==> src/rtl/ipi_pkg.sv <==
package ipi_pkg;

  typedef enum logic [2:0] {
    DM_FIXED  = 3'd0,
    DM_LOWPRI = 3'd1,
    DM_RSV2   = 3'd2,
    DM_RSV3   = 3'd3,
    DM_RSV4   = 3'd4,
    DM_INIT   = 3'd5,
    DM_RSV6   = 3'd6,
    DM_RSV7   = 3'd7
  } deliv_mode_e;

  typedef enum logic [1:0] {
    SH_NONE   = 2'd0,
    SH_SELF   = 2'd1,
    SH_ALL    = 2'd2,
    SH_OTHERS = 2'd3
  } shorthand_e;

endpackage

==> src/rtl/ipi_unit_match.sv <==
module ipi_unit_match #(
  parameter int DEST_W   = 8,
  parameter int UNIT_IDX = 0
) (
  input  logic [DEST_W-1:0] dest_i,
  input  logic              logical_i,
  input  logic [DEST_W-1:0] ldr_i,
  output logic              hit_o
);

  logic phys_hit;
  logic log_hit;

  always_comb begin
    phys_hit = (dest_i == DEST_W'(UNIT_IDX));
    log_hit  = |(dest_i & ldr_i);
    hit_o    = logical_i ? log_hit : phys_hit;
  end

endmodule

==> src/rtl/ipi_addr_decode.sv <==
module ipi_addr_decode #(
  parameter int NUM_UNITS = 8,
  parameter int DEST_W    = 8
) (
  input  logic [DEST_W-1:0]           dest_i,
  input  logic                        logical_i,
  input  logic [NUM_UNITS*DEST_W-1:0] ldr_i,
  output logic [NUM_UNITS-1:0]        addr_mask_o
);

  localparam logic [DEST_W-1:0] BCAST = {DEST_W{1'b1}};

  logic [NUM_UNITS-1:0] unit_hit;
  logic                 phys_bcast;

  for (genvar u = 0; u < NUM_UNITS; u++) begin : g_unit
    ipi_unit_match #(
      .DEST_W  (DEST_W),
      .UNIT_IDX(u)
    ) u_match (
      .dest_i   (dest_i),
      .logical_i(logical_i),
      .ldr_i    (ldr_i[u*DEST_W +: DEST_W]),
      .hit_o    (unit_hit[u])
    );
  end

  always_comb begin
    phys_bcast  = !logical_i && (dest_i == BCAST);
    addr_mask_o = phys_bcast ? {NUM_UNITS{1'b1}} : unit_hit;
  end

endmodule

==> src/rtl/ipi_shorthand_sel.sv <==
module ipi_shorthand_sel
  import ipi_pkg::*;
#(
  parameter int NUM_UNITS = 8,
  parameter int DEST_W    = 8
) (
  input  logic [1:0]           shorthand_i,
  input  logic [DEST_W-1:0]    sender_i,
  input  logic [NUM_UNITS-1:0] addr_mask_i,
  output logic [NUM_UNITS-1:0] target_o
);

  logic [NUM_UNITS-1:0] self_mask;

  for (genvar u = 0; u < NUM_UNITS; u++) begin : g_self
    assign self_mask[u] = (sender_i == DEST_W'(u));
  end

  always_comb begin
    unique case (shorthand_e'(shorthand_i))
      SH_NONE:   target_o = addr_mask_i;
      SH_SELF:   target_o = self_mask;
      SH_ALL:    target_o = {NUM_UNITS{1'b1}};
      SH_OTHERS: target_o = ~self_mask;
      default:   target_o = '0;
    endcase
  end

endmodule

==> src/rtl/ipi_mode_ctl.sv <==
module ipi_mode_ctl
  import ipi_pkg::*;
#(
  parameter int NUM_UNITS = 8
) (
  input  logic [2:0]           mode_i,
  input  logic                 level_i,
  input  logic                 trigger_i,
  input  logic [NUM_UNITS-1:0] target_i,
  output logic [NUM_UNITS-1:0] deliver_o,
  output logic [NUM_UNITS-1:0] arb_load_o,
  output logic                 init_all_o
);

  logic deassert;

  always_comb begin
    deassert   = !level_i && trigger_i;
    deliver_o  = '0;
    arb_load_o = '0;
    init_all_o = 1'b0;
    case (deliv_mode_e'(mode_i))
      DM_FIXED, DM_LOWPRI: deliver_o = target_i;
      DM_INIT: begin
        if (deassert) begin
          arb_load_o = target_i;
        end else begin
          deliver_o  = {NUM_UNITS{1'b1}};
          init_all_o = 1'b1;
        end
      end
      default: ;
    endcase
  end

endmodule

==> src/rtl/ipi_dest_resolver.sv <==
module ipi_dest_resolver
  import ipi_pkg::*;
#(
  parameter int NUM_UNITS = 8,
  parameter int DEST_W    = 8
) (
  input  logic                        clk,
  input  logic                        rst_n,
  input  logic                        req_valid,
  input  logic [DEST_W-1:0]           req_dest,
  input  logic                        req_logical,
  input  logic [1:0]                  req_shorthand,
  input  logic [DEST_W-1:0]           req_sender,
  input  logic [2:0]                  req_mode,
  input  logic                        req_level,
  input  logic                        req_trigger,
  input  logic [NUM_UNITS*DEST_W-1:0] unit_ldr,
  output logic                        out_valid,
  output logic [NUM_UNITS-1:0]        out_mask,
  output logic [NUM_UNITS-1:0]        out_arb_load,
  output logic                        out_init_all
);

  logic [DEST_W-1:0]    eff_dest;
  logic [NUM_UNITS-1:0] addr_mask;
  logic [NUM_UNITS-1:0] target;
  logic [NUM_UNITS-1:0] deliver_c;
  logic [NUM_UNITS-1:0] arb_c;
  logic                 init_c;

  logic [NUM_UNITS-1:0] mask_q,  mask_d;
  logic [NUM_UNITS-1:0] arb_q,   arb_d;
  logic                 init_q,  init_d;
  logic                 valid_q, valid_d;

  always_comb begin
    eff_dest = (deliv_mode_e'(req_mode) == DM_LOWPRI) ? req_sender : req_dest;
  end

  ipi_addr_decode #(
    .NUM_UNITS(NUM_UNITS),
    .DEST_W   (DEST_W)
  ) u_decode (
    .dest_i     (eff_dest),
    .logical_i  (req_logical),
    .ldr_i      (unit_ldr),
    .addr_mask_o(addr_mask)
  );

  ipi_shorthand_sel #(
    .NUM_UNITS(NUM_UNITS),
    .DEST_W   (DEST_W)
  ) u_short (
    .shorthand_i(req_shorthand),
    .sender_i   (req_sender),
    .addr_mask_i(addr_mask),
    .target_o   (target)
  );

  ipi_mode_ctl #(
    .NUM_UNITS(NUM_UNITS)
  ) u_mode (
    .mode_i    (req_mode),
    .level_i   (req_level),
    .trigger_i (req_trigger),
    .target_i  (target),
    .deliver_o (deliver_c),
    .arb_load_o(arb_c),
    .init_all_o(init_c)
  );

  always_comb begin
    valid_d = req_valid;
    mask_d  = mask_q;
    arb_d   = arb_q;
    init_d  = init_q;
    if (req_valid) begin
      mask_d = deliver_c;
      arb_d  = arb_c;
      init_d = init_c;
    end
  end

  always_ff @(posedge clk or negedge rst_n) begin
    if (!rst_n) begin
      valid_q <= 1'b0;
      mask_q  <= '0;
      arb_q   <= '0;
      init_q  <= 1'b0;
    end else begin
      valid_q <= valid_d;
      mask_q  <= mask_d;
      arb_q   <= arb_d;
      init_q  <= init_d;
    end
  end

  assign out_valid    = valid_q;
  assign out_mask     = mask_q;
  assign out_arb_load = arb_q;
  assign out_init_all = init_q;

endmodule

==> config.mk <==
export PLATFORM = sky130hd
export DESIGN_NAME = ipi_dest_resolver
export DESIGN_NICKNAME = d
export VERILOG_FILES = /design/src/rtl/ipi_pkg.sv /design/src/rtl/ipi_unit_match.sv /design/src/rtl/ipi_addr_decode.sv /design/src/rtl/ipi_shorthand_sel.sv /design/src/rtl/ipi_mode_ctl.sv /design/src/rtl/ipi_dest_resolver.sv
export SDC_FILE = /design/constraint.sdc
export NUM_CORES = 1
export LEC_CHECK = 0
export ABC_AREA = 1
export ABC_CLOCK_PERIOD_IN_PS = 800
export BUFFER_PORTS_ARGS = -buffer_cell sky130_fd_sc_hd__buf_2
export CAP_MARGIN = 25
export CELL_PAD_IN_SITES_DETAIL_PLACEMENT = 2
export CELL_PAD_IN_SITES_GLOBAL_PLACEMENT = 2
export CORE_ASPECT_RATIO = 2
export CORE_UTILIZATION = 21
export DETAILED_ROUTE_END_ITERATION = 8
export PLACE_DENSITY = 0.87
export SYNTH_ARGS = -nofsm -noshare
export SYNTH_HDL_FRONTEND = slang
export SYNTH_HIERARCHICAL = 1
export SYNTH_SLANG_ARGS = --single-unit
==> constraint.sdc <==
create_clock -name clk -period 0.8 [get_ports clk]
set_input_delay 0.2 -clock clk [delete_from_list [all_inputs] [get_ports clk]]
set_output_delay 0.2 -clock clk [all_outputs]
set_load 0.005 [all_outputs]
-- Yosys cells after proc, flatten, opt, wreduce, memory -nomap -nowiden
Cells that the tools add are included.
Widths: inputs -> output; s select.
- register bits: 18
- output and inout bits: 18
- word-level logic and storage cells: 67
- equality and inequality tests: 20
- muxes and demuxes: 17
- bitwise logic cells: 9
- reductions and logical operators: 17
- operator list (cell ; count):
    $and 8x8->8 ; 8
    $eq 8x3->1 const B ; 8
    $reduce_or 8->1 ; 8
    $mux 8 ; 5
    $eq 8x2->1 const B ; 4
    $pmux 8 s4 ; 1
    $eq 8x1->1 const B ; 2
    $logic_not 8->1 ; 2
    $pmux 8 s2 ; 1
    $mux 1 ; 10
    $eq 8x8->1 const B ; 1
    $not 8->8 ; 1
    $eq 2x2->1 const B ; 2
    $eq 3x1->1 const B ; 1
    $eq 3x3->1 const B ; 1
    $logic_not 3->1 ; 1
    $eq 2x1->1 const B ; 1
    $logic_and 1x1->1 ; 2
    $logic_not 1->1 ; 2
    $logic_not 2->1 ; 1
    $reduce_or 2->1 ; 1

-- Depth between registers and ports, before layout
Gate-level depths: netlist of the first run.
- depth in word-level cells: 9
- depth in mapped cells: 20

-- Hierarchy
The synthesis of the first run kept the hierarchy.
- modules (own cells, without submodules) (module ; instances ; cells an instance ; area an instance (um2) ; seq. area each (um2)):
    ipi_dest_resolver ; 1 ; 100 ; 833.3 ; 450.4
    ipi_unit_match (u_decode.g_unit[1].u_match ...) ; 3 ; 29 ; 111.4 ; 0.0
    ipi_shorthand_sel ; 1 ; 76 ; 332.8 ; 0.0
    ipi_unit_match (u_decode.g_unit[5].u_match ...) ; 2 ; 30 ; 115.1 ; 0.0
    ipi_mode_ctl ; 1 ; 42 ; 177.7 ; 0.0
    ipi_addr_decode ; 1 ; 24 ; 101.3 ; 0.0
    ipi_unit_match (u_decode.g_unit[7].u_match) ; 1 ; 23 ; 97.6 ; 0.0
    ipi_unit_match (u_decode.g_unit[3].u_match) ; 1 ; 22 ; 96.3 ; 0.0
    ipi_unit_match (u_decode.g_unit[0].u_match) ; 1 ; 22 ; 91.3 ; 0.0

-- Worst setup path before layout of the first run
No wires, ideal clock.
- path type: in2reg
- start point: input req_mode[0]
- end point: register mask_q[6] (netlist: out_mask[6])
- library setup time: 126 ps
- arrival time: 1752 ps
- setup slack: -1078 ps
- stages on the path: 20
- path through: buf_2 nand3_4 nand2_1 nand2_1 nand2_1 nand2_1 nor2_1 nand2_1 nand2_1 nand2_1 inv_1 nand2_1 a21oi_1 nand2_1 nand2_1 inv_1 nand2_1 nand2_1 nand2_1 o21ai_0
- longest elaborated chain between the ends: 8
- elaborated cells between the ends (all ways): 14
- RTL lines (item ; line ; source):
    start: declaration ; ipi_dest_resolver.sv:14 ; input logic [2:0] req_mode,
    $eq 3x1->1 (*) ; ipi_dest_resolver.sv:37 ; eff_dest = (deliv_mode_e'(req_mode) == DM_LOWPRI) ? req_sender : req_dest;
    $mux 8 (*) ; ipi_dest_resolver.sv:37 ;
    net eff_dest[4] ; ipi_dest_resolver.sv:24 ; logic [DEST_W-1:0] eff_dest;
    $and 8x8->8 ; ipi_unit_match.sv:16 ; log_hit = |(dest_i & ldr_i);
    $reduce_or 8->1 ; ipi_unit_match.sv:16 ;
    $mux 1 (*) ; ipi_unit_match.sv:17 ; hit_o = logical_i ? log_hit : phys_hit;
    net u_decode.unit_hit[6] ; ipi_addr_decode.sv:13 ; logic [NUM_UNITS-1:0] unit_hit;
    $mux 8 (*) ; ipi_addr_decode.sv:30 ; addr_mask_o = phys_bcast ? {NUM_UNITS{1'b1}} : unit_hit;
    net addr_mask[6] ; ipi_dest_resolver.sv:25 ; logic [NUM_UNITS-1:0] addr_mask;
    $pmux 8 s4 (*) ; ipi_shorthand_sel.sv:20 ; unique case (shorthand_e'(shorthand_i))
    net target[6] ; ipi_dest_resolver.sv:26 ; logic [NUM_UNITS-1:0] target;
    $pmux 8 s2 (*) ; ipi_mode_ctl.sv:22 ; case (deliv_mode_e'(mode_i))
    net deliver_c[6] ; ipi_dest_resolver.sv:27 ; logic [NUM_UNITS-1:0] deliver_c;
    end signal: assignment ; ipi_dest_resolver.sv:92 ; mask_q <= mask_d;
    end: declaration ; ipi_dest_resolver.sv:31 ; logic [NUM_UNITS-1:0] mask_q, mask_d;
Mark *: on every way through the listed nets, which the timed path passes. The rest lies on a longest branch.
A chain may end at the register's enable or synchronous reset.

-- Final worst setup path of the first run
- start point: input req_mode[2]
- end point: register arb_q[4] (netlist: out_arb_load[4])
- longest elaborated chain between the ends: 9
- elaborated cells between the ends (all ways): 13
- RTL lines (item ; line ; source):
    $eq 3x1->1 (*) ; ipi_dest_resolver.sv:37 ;
    $mux 8 (*) ; ipi_dest_resolver.sv:37 ;
    net eff_dest[4] ; ipi_dest_resolver.sv:24 ;
    $and 8x8->8 ; ipi_unit_match.sv:16 ;
    $reduce_or 8->1 ; ipi_unit_match.sv:16 ;
    $mux 1 ; ipi_unit_match.sv:17 ;
    $mux 8 (*) ; ipi_addr_decode.sv:30 ;
    net addr_mask[4] ; ipi_dest_resolver.sv:25 ;
    $pmux 8 s4 (*) ; ipi_shorthand_sel.sv:20 ;
    net target[4] ; ipi_dest_resolver.sv:26 ;
    $mux 8 (*) ; ipi_mode_ctl.sv:25 ; if (deassert) begin
    $mux 8 (*) ; ipi_mode_ctl.sv:22 ;
    net arb_c[4] ; ipi_dest_resolver.sv:28 ; logic [NUM_UNITS-1:0] arb_c;
    end signal: assignment ; ipi_dest_resolver.sv:93 ; arb_q <= arb_d;
    end: declaration ; ipi_dest_resolver.sv:32 ; logic [NUM_UNITS-1:0] arb_q, arb_d;
Marked as above.

==> results.sh, run 1 <==
export IMPL_outcome="finished with violations"
export IMPL_violations="negative setup slack"
export IMPL_rsz0062_at_grt="yes"
export IMPL_path_class="primary input to flop"
export IMPL_start_util_pct=21.76
export IMPL_min_period_ns=2.416
export IMPL_wirelength_um=20710
export IMPL_max_slew_margin_pct=69.86
export IMPL_critPathArrivalTime_ns=2.59
export IMPL_slew_violations=0
export IMPL_peakVddDrop_mv=0.8073
export IMPL_clockPowerShare_pct=23.9
export IMPL_cts_made_buffers=3
export IMPL_via_per_inst=5.264
export IMPL_critPathMostFrequentCell="nand2_1"
export IMPL_worstHoldPathType="primary input to flop"
export IMPL_power_switching_mw=1.980
export IMPL_synth_distinct_cells=20
export IMPL_drive_gt1_share_pct=48.75
export IMPL_yosysSeqAreaShare_pct=19.63
export IMPL_gr_total_overflow=0
export IMPL_dieArea_um2=11370
export IMPL_swShare_pct=42.54
export IMPL_grt_use_total_pct=29.69
export IMPL_cp_start_kind="primary input"
export IMPL_die_h_um=149.8
export IMPL_syn_instance_count=456
export IMPL_yosys_area_top_type="nand2_1"
export IMPL_p_int_mw=2.675
export IMPL_slowest_stage="nand3_4"
export IMPL_antenna_found_initial=0
export IMPL_area_growth_pct=90.68
export IMPL_seq_power_share_pct=21.2
export IMPL_dpl_cell_area_um2=3304
export IMPL_pre_cts_ws_ns=-1.426
export IMPL_multiInputGateArea_um2=2127
export IMPL_power_density_nw_per_um2=1064
export IMPL_synth_top_area_share_pct=36.80
export IMPL_synth_nets=547
export IMPL_drv_cap=0
export IMPL_finalCritPeriodShare_pct=302.0
export IMPL_finalHoldViolCount=0
export IMPL_p_comb_share_pct=54.9
export IMPL_synth_area_um2=2295
export IMPL_io_pins=109
export IMPL_core_um2=10540
export IMPL_gp_congestion=0.8042
export IMPL_drtIter0Drc=198
export IMPL_clock_sinks=18
export IMPL_cts_buffer_depth=2
export IMPL_setup_violations=34
export IMPL_ys_top_cells_by_area="nand2_1 37%, dfrtp_1 20%, inv_1 13%"
export IMPL_cp_required_ns=0.97
export IMPL_clk_pin_slew_ns=0.05
export IMPL_rows=53
export IMPL_synth_seq_cells=18
export IMPL_diodes=0
export IMPL_crit_fanout=8
export IMPL_die_x_um=75.92
export IMPL_yosysWarnings=6
export IMPL_regArea_um2=450.4
export IMPL_worstSetupEndpointType="flop"
export IMPL_hpwl_um=9105
export IMPL_grt_start_max_net_pins=36
export IMPL_leakagePower_nw=2.415
export IMPL_htree_num_levels=1
export IMPL_num_nets_final=732
export IMPL_critPathMaxStageDelay_ns=0.20
export IMPL_maxClockFrequency_ghz=0.4139
export IMPL_fin_worst_skew_ns=0
export IMPL_wire_per_inst_um=26.65
export IMPL_postRouteAntennaNets=0
export IMPL_finish_instance_area_um2=4375
export IMPL_syn_area_per_cell_um2=5.032
export IMPL_grt_pass1_wl_um=25190
export IMPL_cts_tree="built"
export IMPL_setup_slack_ns=-1.616
export IMPL_drcViolationCount=0
export IMPL_port_buffers=108
export IMPL_firstDrtPassIters=4
export IMPL_path_cells="buf_8 -> clkinv_8 -> nand3_4 -> buf_12 -> nand2_8 -> nand2_8 -> buf_6 -> buf_6 -> nand2_4 -> nor2_4 -> nand3_4 -> nand2_1 -> a21oi_1 -> nand2_1 -> nand2_2 -> inv_2 -> nand2_1 -> nor2_1 -> nand2_1 -> o21ai_1"
export IMPL_clock_latency_ns=0.25
export IMPL_first_global_vias=4597
export IMPL_clockRootBuffer="clkbuf_16"
export IMPL_fillCellCount=1253
export IMPL_worst_pin_slew_ns=0.4515
export IMPL_vias=4090
what timing repair did:
item                                    4_1_cts  5_1_grt
endpoints found under the setup margin       35       35
setup buffers                                26       13
hold buffers                                  1        0
gates cloned                                  6        2
hold endpoints to repair                     18        0
pin swaps                                    37       54
resized for setup                            58       99
power by group through the flow:
stage / clock (mW) / combinational (mW) / sequential, mW
final: 1.11 / 2.56 / 0.986
after global routing: 1.16 / 2.65 / 0.991
after CTS: 1.12 / 1.94 / 0.986
after detailed placement: 0 / 1.55 / 1.00
after global placement: 0 / 1.43 / 1.00
after floorplan: 0 / 0.773 / 1.01
path summary, 6_finish.rpt:
check,start,end,slack (ns),depth (start not counted)
worst max register to register,out_arb_load[0]$_DFFE_PN0P_,out_arb_load[0]$_DFFE_PN0P_,-0.07,4
worst min register to register,out_mask[7]$_DFFE_PN0P_,out_mask[7]$_DFFE_PN0P_,0.51,2
min in group asynchronous,rst_n,out_mask[4]$_DFFE_PN0P_,0.42,2
max in group asynchronous,rst_n,out_mask[6]$_DFFE_PN0P_,0.07,2
worst min-delay path,req_valid,out_valid$_DFF_PN0_,0.29,2
worst max-delay path,req_mode[2],out_arb_load[4]$_DFFE_PN0P_,-1.62,20
registers in the layout, indices dropped and copies added (netlist names):
name / count
out_arb_load: 8
out_init_all: 1
out_valid: 1
out_mask: 8
worst max-delay path, delay by kind of cell:
kind / cells / cell delay, ns
AND/OR/NAND/NOR: 12 / 1.50
AO/OA/AOI/OAI: 2 / 0.20
buffers and inverters: 6 / 0.65
metrics by stage:
stage / hold slack [ns] / util [%] / power, mW / TNS (ns) / instances
finish: 0.2940 / 41.50 / 4.655 / -25.06 / 777
global route: 0.2979 / 41.50 / 4.799 / -27.10 / 777
CTS: 0.2846 / 37.62 / 4.049 / -19.52 / 763
detailed placement: 0.1577 / 31.34 / 2.549 / -21.95 / 726
global placement: 0.1517 / 31.34 / 2.430 / -19.45 / 726
floorplan: -0.09559 / - / 1.780 / -13.13 / 456
synthesized netlist by cell type:
cell type,instances
nand3_4,1
nand3_1,15
buf_4,1
dfrtp_1,18
a21oi_1,8
inv_1,79
o21ai_0,17
nand3_2,2
nand2_2,4
nand4_1,14
nor3_1,2
nor2_4,2
buf_6,2
nand2_1,225
nor2_1,51
nor2_2,5
nor3_2,3
nand3b_2,1
buf_2,3
inv_2,3
logic make-up after synthesis:
kind of cell	share of synthesized area, %
flip-flops	19.63
AND/OR/NAND/NOR	59.54
buffers and inverters	15.38
AO/OA/AOI/OAI	5.453
layout by cell type (no fill, tap or decap):
cell type / instances
inv_1: 65
nor2_2: 14
nor3_4: 2
nor3_1: 1
buf_6: 13
nor3_2: 2
o21ai_2: 1
dlygate4sd3_1: 1
nand2_8: 19
nand2_2: 49
inv_2: 15
nand4_1: 14
dfrtp_1: 18
buf_2: 105
nand3_4: 2
nor2_1: 37
buf_8: 4
nand2_4: 9
a21oi_1: 2
nor2_4: 7
nand2_1: 160
clkbuf_8: 1
buf_12: 4
nand3_1: 14
clkinv_8: 2
o21ai_1: 16
buf_4: 51
nand3_2: 2
nand3b_2: 1
clkbuf_16: 3
a21oi_2: 6
layer usage:
metal	GRT usage [%]	share of wire [%]
met1	23.98	31
met2	60.50	52
met3	3.841	4.8
met4	26.35	12
met5	0	0
cell type report:
class | count | area share (%)
well taps | 137 | 3.918
flip-flops and latches | 18 | 10.29
repair buffers | 178 | 27.54
multi-input cells | 358 | 48.61
clock buffers | 4 | 2.030
inverters | 82 | 7.607
Note: power is estimated with default switching activity, not from simulation.
==> run 2: changes to the inputs <==
--- a/config.mk
+++ b/config.mk
@@ -6,15 +6,15 @@
 export NUM_CORES = 1
 export LEC_CHECK = 0
 export ABC_AREA = 1
-export ABC_CLOCK_PERIOD_IN_PS = 800
+export ABC_CLOCK_PERIOD_IN_PS = 3010
 export BUFFER_PORTS_ARGS = -buffer_cell sky130_fd_sc_hd__buf_2
 export CAP_MARGIN = 25
 export CELL_PAD_IN_SITES_DETAIL_PLACEMENT = 2
 export CELL_PAD_IN_SITES_GLOBAL_PLACEMENT = 2
 export CORE_ASPECT_RATIO = 2
-export CORE_UTILIZATION = 21
+export CORE_UTILIZATION = 23
 export DETAILED_ROUTE_END_ITERATION = 8
-export PLACE_DENSITY = 0.87
+export PLACE_DENSITY = 0.93
 export SYNTH_ARGS = -nofsm -noshare
 export SYNTH_HDL_FRONTEND = slang
 export SYNTH_HIERARCHICAL = 1
==> constraint.sdc (replaced) <==
create_clock -name clk -period 3.01 [get_ports clk]
set_input_delay 0.7525 -clock clk [delete_from_list [all_inputs] [get_ports clk]]
set_output_delay 0.7525 -clock clk [all_outputs]
set_load 0.005 [all_outputs]
==> run 2 against run 1 <==
- the flow now finishes without violations
- via count decreased by 22%
- global-route usage decreased by 9.2 points
- flip-flop and latch count unchanged
- sequential power decreased by 73%
- core utilization decreased by 8.9 points
- total power decreased by 80%
- wire length decreased by 51%
- critical path type unchanged
==> results.sh, run 2 (synthesis gave the netlist of run 1 again) <==
export IMPL_critPathMostFrequentCell="nand2_1"
export IMPL_wire_per_inst_um=14.25
export IMPL_critPathMaxStageDelay_ns=0.25
export IMPL_crit_fanout=12
export IMPL_worstHoldPathType="primary input to asynchronous set/reset pin"
export IMPL_path_cells="buf_2 -> inv_2 -> nand3_4 -> nand2_1 -> nand2_2 -> buf_4 -> inv_1 -> nand2_1 -> nor2_1 -> nand4_1 -> nand2_1 -> inv_1 -> nand2_1 -> a21oi_1 -> nand2_1 -> nand2_1 -> inv_1 -> nand2_1 -> nand2_1 -> nand2_1 -> o21ai_0"
export IMPL_path_delay_family="simple AND/OR/NAND/NOR gates"
export IMPL_r2r_start="out_arb_load[7]$_DFFE_PN0P_"
export IMPL_postRouteAntennaNets=0
export IMPL_cts_tree="built"
export IMPL_cts_setup_buffers=0
export IMPL_dieArea_um2=10410
export IMPL_core_um2=9699
export IMPL_dp_cells=703
export IMPL_clk_pin_slew_ns=0.05
export IMPL_clockRootBuffer="clkbuf_16"
export IMPL_critPathArrivalTime_ns=2.92
export IMPL_peakVddDrop_mv=0.1198
export IMPL_io_pins=109
export IMPL_gr_total_overflow=0
export IMPL_area_growth_pct=37.90
export IMPL_num_nets_final=667
export IMPL_hpwl_um=8826
export IMPL_min_period_ns=2.760
export IMPL_power_total_uw=917.7
export IMPL_final_common_cell="nand2_1"
export IMPL_finalCritPeriodShare_pct=91.70
export IMPL_grt_pass1_wl_um=16590
export IMPL_fin_util_pct=32.62
export IMPL_cts_buffer_depth=2
export IMPL_leakagePower_nw=1.974
export IMPL_timing_hold_ws_ns=0.4256
export IMPL_clock_latency_ns=0.25
export IMPL_rsz0062_at_grt="no"
export IMPL_cp_required_ns=3.17
export IMPL_grt_start_max_net_pins=36
export IMPL_power_density_nw_per_um2=290.0
export IMPL_via_per_inst=4.528
export IMPL_max_slew_margin_pct=66.54
export IMPL_outcome="finished, final reports clean"
export IMPL_drtIter0Drc=83
export IMPL_start_util_pct=23.66
export IMPL_firstDrtPassIters=4
export IMPL_clock_sinks=18
export IMPL_htree_num_levels=1
export IMPL_slew_violations=0
export IMPL_cts_made_buffers=3
export IMPL_die_h_um=143.3
export IMPL_diodes=0
export IMPL_maxClockFrequency_ghz=0.3623
export IMPL_path_buf_inv=6
export IMPL_cp_start_kind="primary input"
export IMPL_gp_congestion=0.7932
export IMPL_first_global_vias=3641
export IMPL_grt_use_total_pct=20.45
export IMPL_worstSetupEndpointType="flop"
export IMPL_layout_common_cells="218 x nand2_1, 108 x buf_2, 79 x inv_1, 51 x nor2_1, 18 x dfrtp_1"
export IMPL_wirelength_um=10080
export IMPL_antenna_found_initial=0
export IMPL_drv_cap=0
export IMPL_path_class="primary input to flop"
export IMPL_final_setup_tns_ns=0
export IMPL_setup_violations=0
export IMPL_rows=51
export IMPL_fillCellCount=1351
export IMPL_finalHoldViolCount=0
export IMPL_slowest_stage="buf_4"
export IMPL_stdcell_count=707
export IMPL_drive_gt1_share_pct=26.61
export IMPL_fin_worst_skew_ns=0
export IMPL_vias=3201
export IMPL_port_buffers=108
export IMPL_worst_pin_slew_ns=0.5020
export IMPL_die_x_um=72.63
export IMPL_worstSetupStartpoint="req_mode[2]"
export IMPL_drcViolationCount=0
==> run 2: cell count changes in the layout (fill, tap and decap cells not counted), moves of 16 or more <==
cell     previous run  this run
o21ai_0             0        17
buf_4              51        13
nand2_1           160       218
o21ai_1            16         0
nand2_8            19         0
nand2_2            49        10
==> run 2: worst reg2reg max path, cell delays in order (launching register included) <==
cell	delay [ns]
dfrtp_1	0.34
inv_1	0.05
o21ai_0	0.20
==> run 2: routing by layer <==
layer | global-route usage (%) | part of all wire (%) | up-vias
met5 | 0 | 0 | -
met4 | 6.811 | 2.8 | 0
met3 | 1.835 | 3.1 | 21
met2 | 45.65 | 63 | 92
met1 | 17.11 | 31 | 1493
li1 | - | - | 1595
==> run 2: final timing paths <==
| kind | slack (ns) | endpoint | depth (start not counted) |
|---|---|---|---|
| min | 0.43 | out_init_all$_DFFE_PN0P_ | 1 |
| max reg2reg | 2.31 | out_arb_load[7]$_DFFE_PN0P_ | 2 |
| max in group asynchronous | 2.30 | out_arb_load[5]$_DFFE_PN0P_ | 1 |
| min reg2reg | 0.52 | out_mask[5]$_DFFE_PN0P_ | 2 |
| max | 0.25 | out_mask[1]$_DFFE_PN0P_ | 21 |
| min in group clk | 0.52 | out_mask[5]$_DFFE_PN0P_ | 2 |
==> run 2: repair_timing <==
action                     4_1_cts  5_1_grt
setup endpoints to repair        4       16
gates resized for setup          1        7
hold buffers                     0        0
==> run 2: power breakdown <==
part / switching, mW / internal [mW] / total [mW]
sequential: 0.00655 / 0.256 / 0.262
combinational: 0.228 / 0.138 / 0.366
clock: 0.0875 / 0.202 / 0.290
total: 0.322 / 0.596 / 0.918
==> run 2: layout make-up <==
class	instances	area [µm²]	area share, %
multi-input cells	350	1514	47.85
flip-flops and latches	18	450.4	14.23
inverters	82	307.8	9.727
repair buffers	121	638.1	20.17
well taps	132	165.2	5.219
clock buffers	4	88.84	2.807
==> run 2: stage by stage <==
step	area (µm²)	setup slack (ns)
after floorplan	2295	0.5791
after global placement	3053	0.01421
after detailed placement	3053	-0.3185
after CTS	3144	0.02352
after global routing	3164	0.02061
final	3164	0.2497
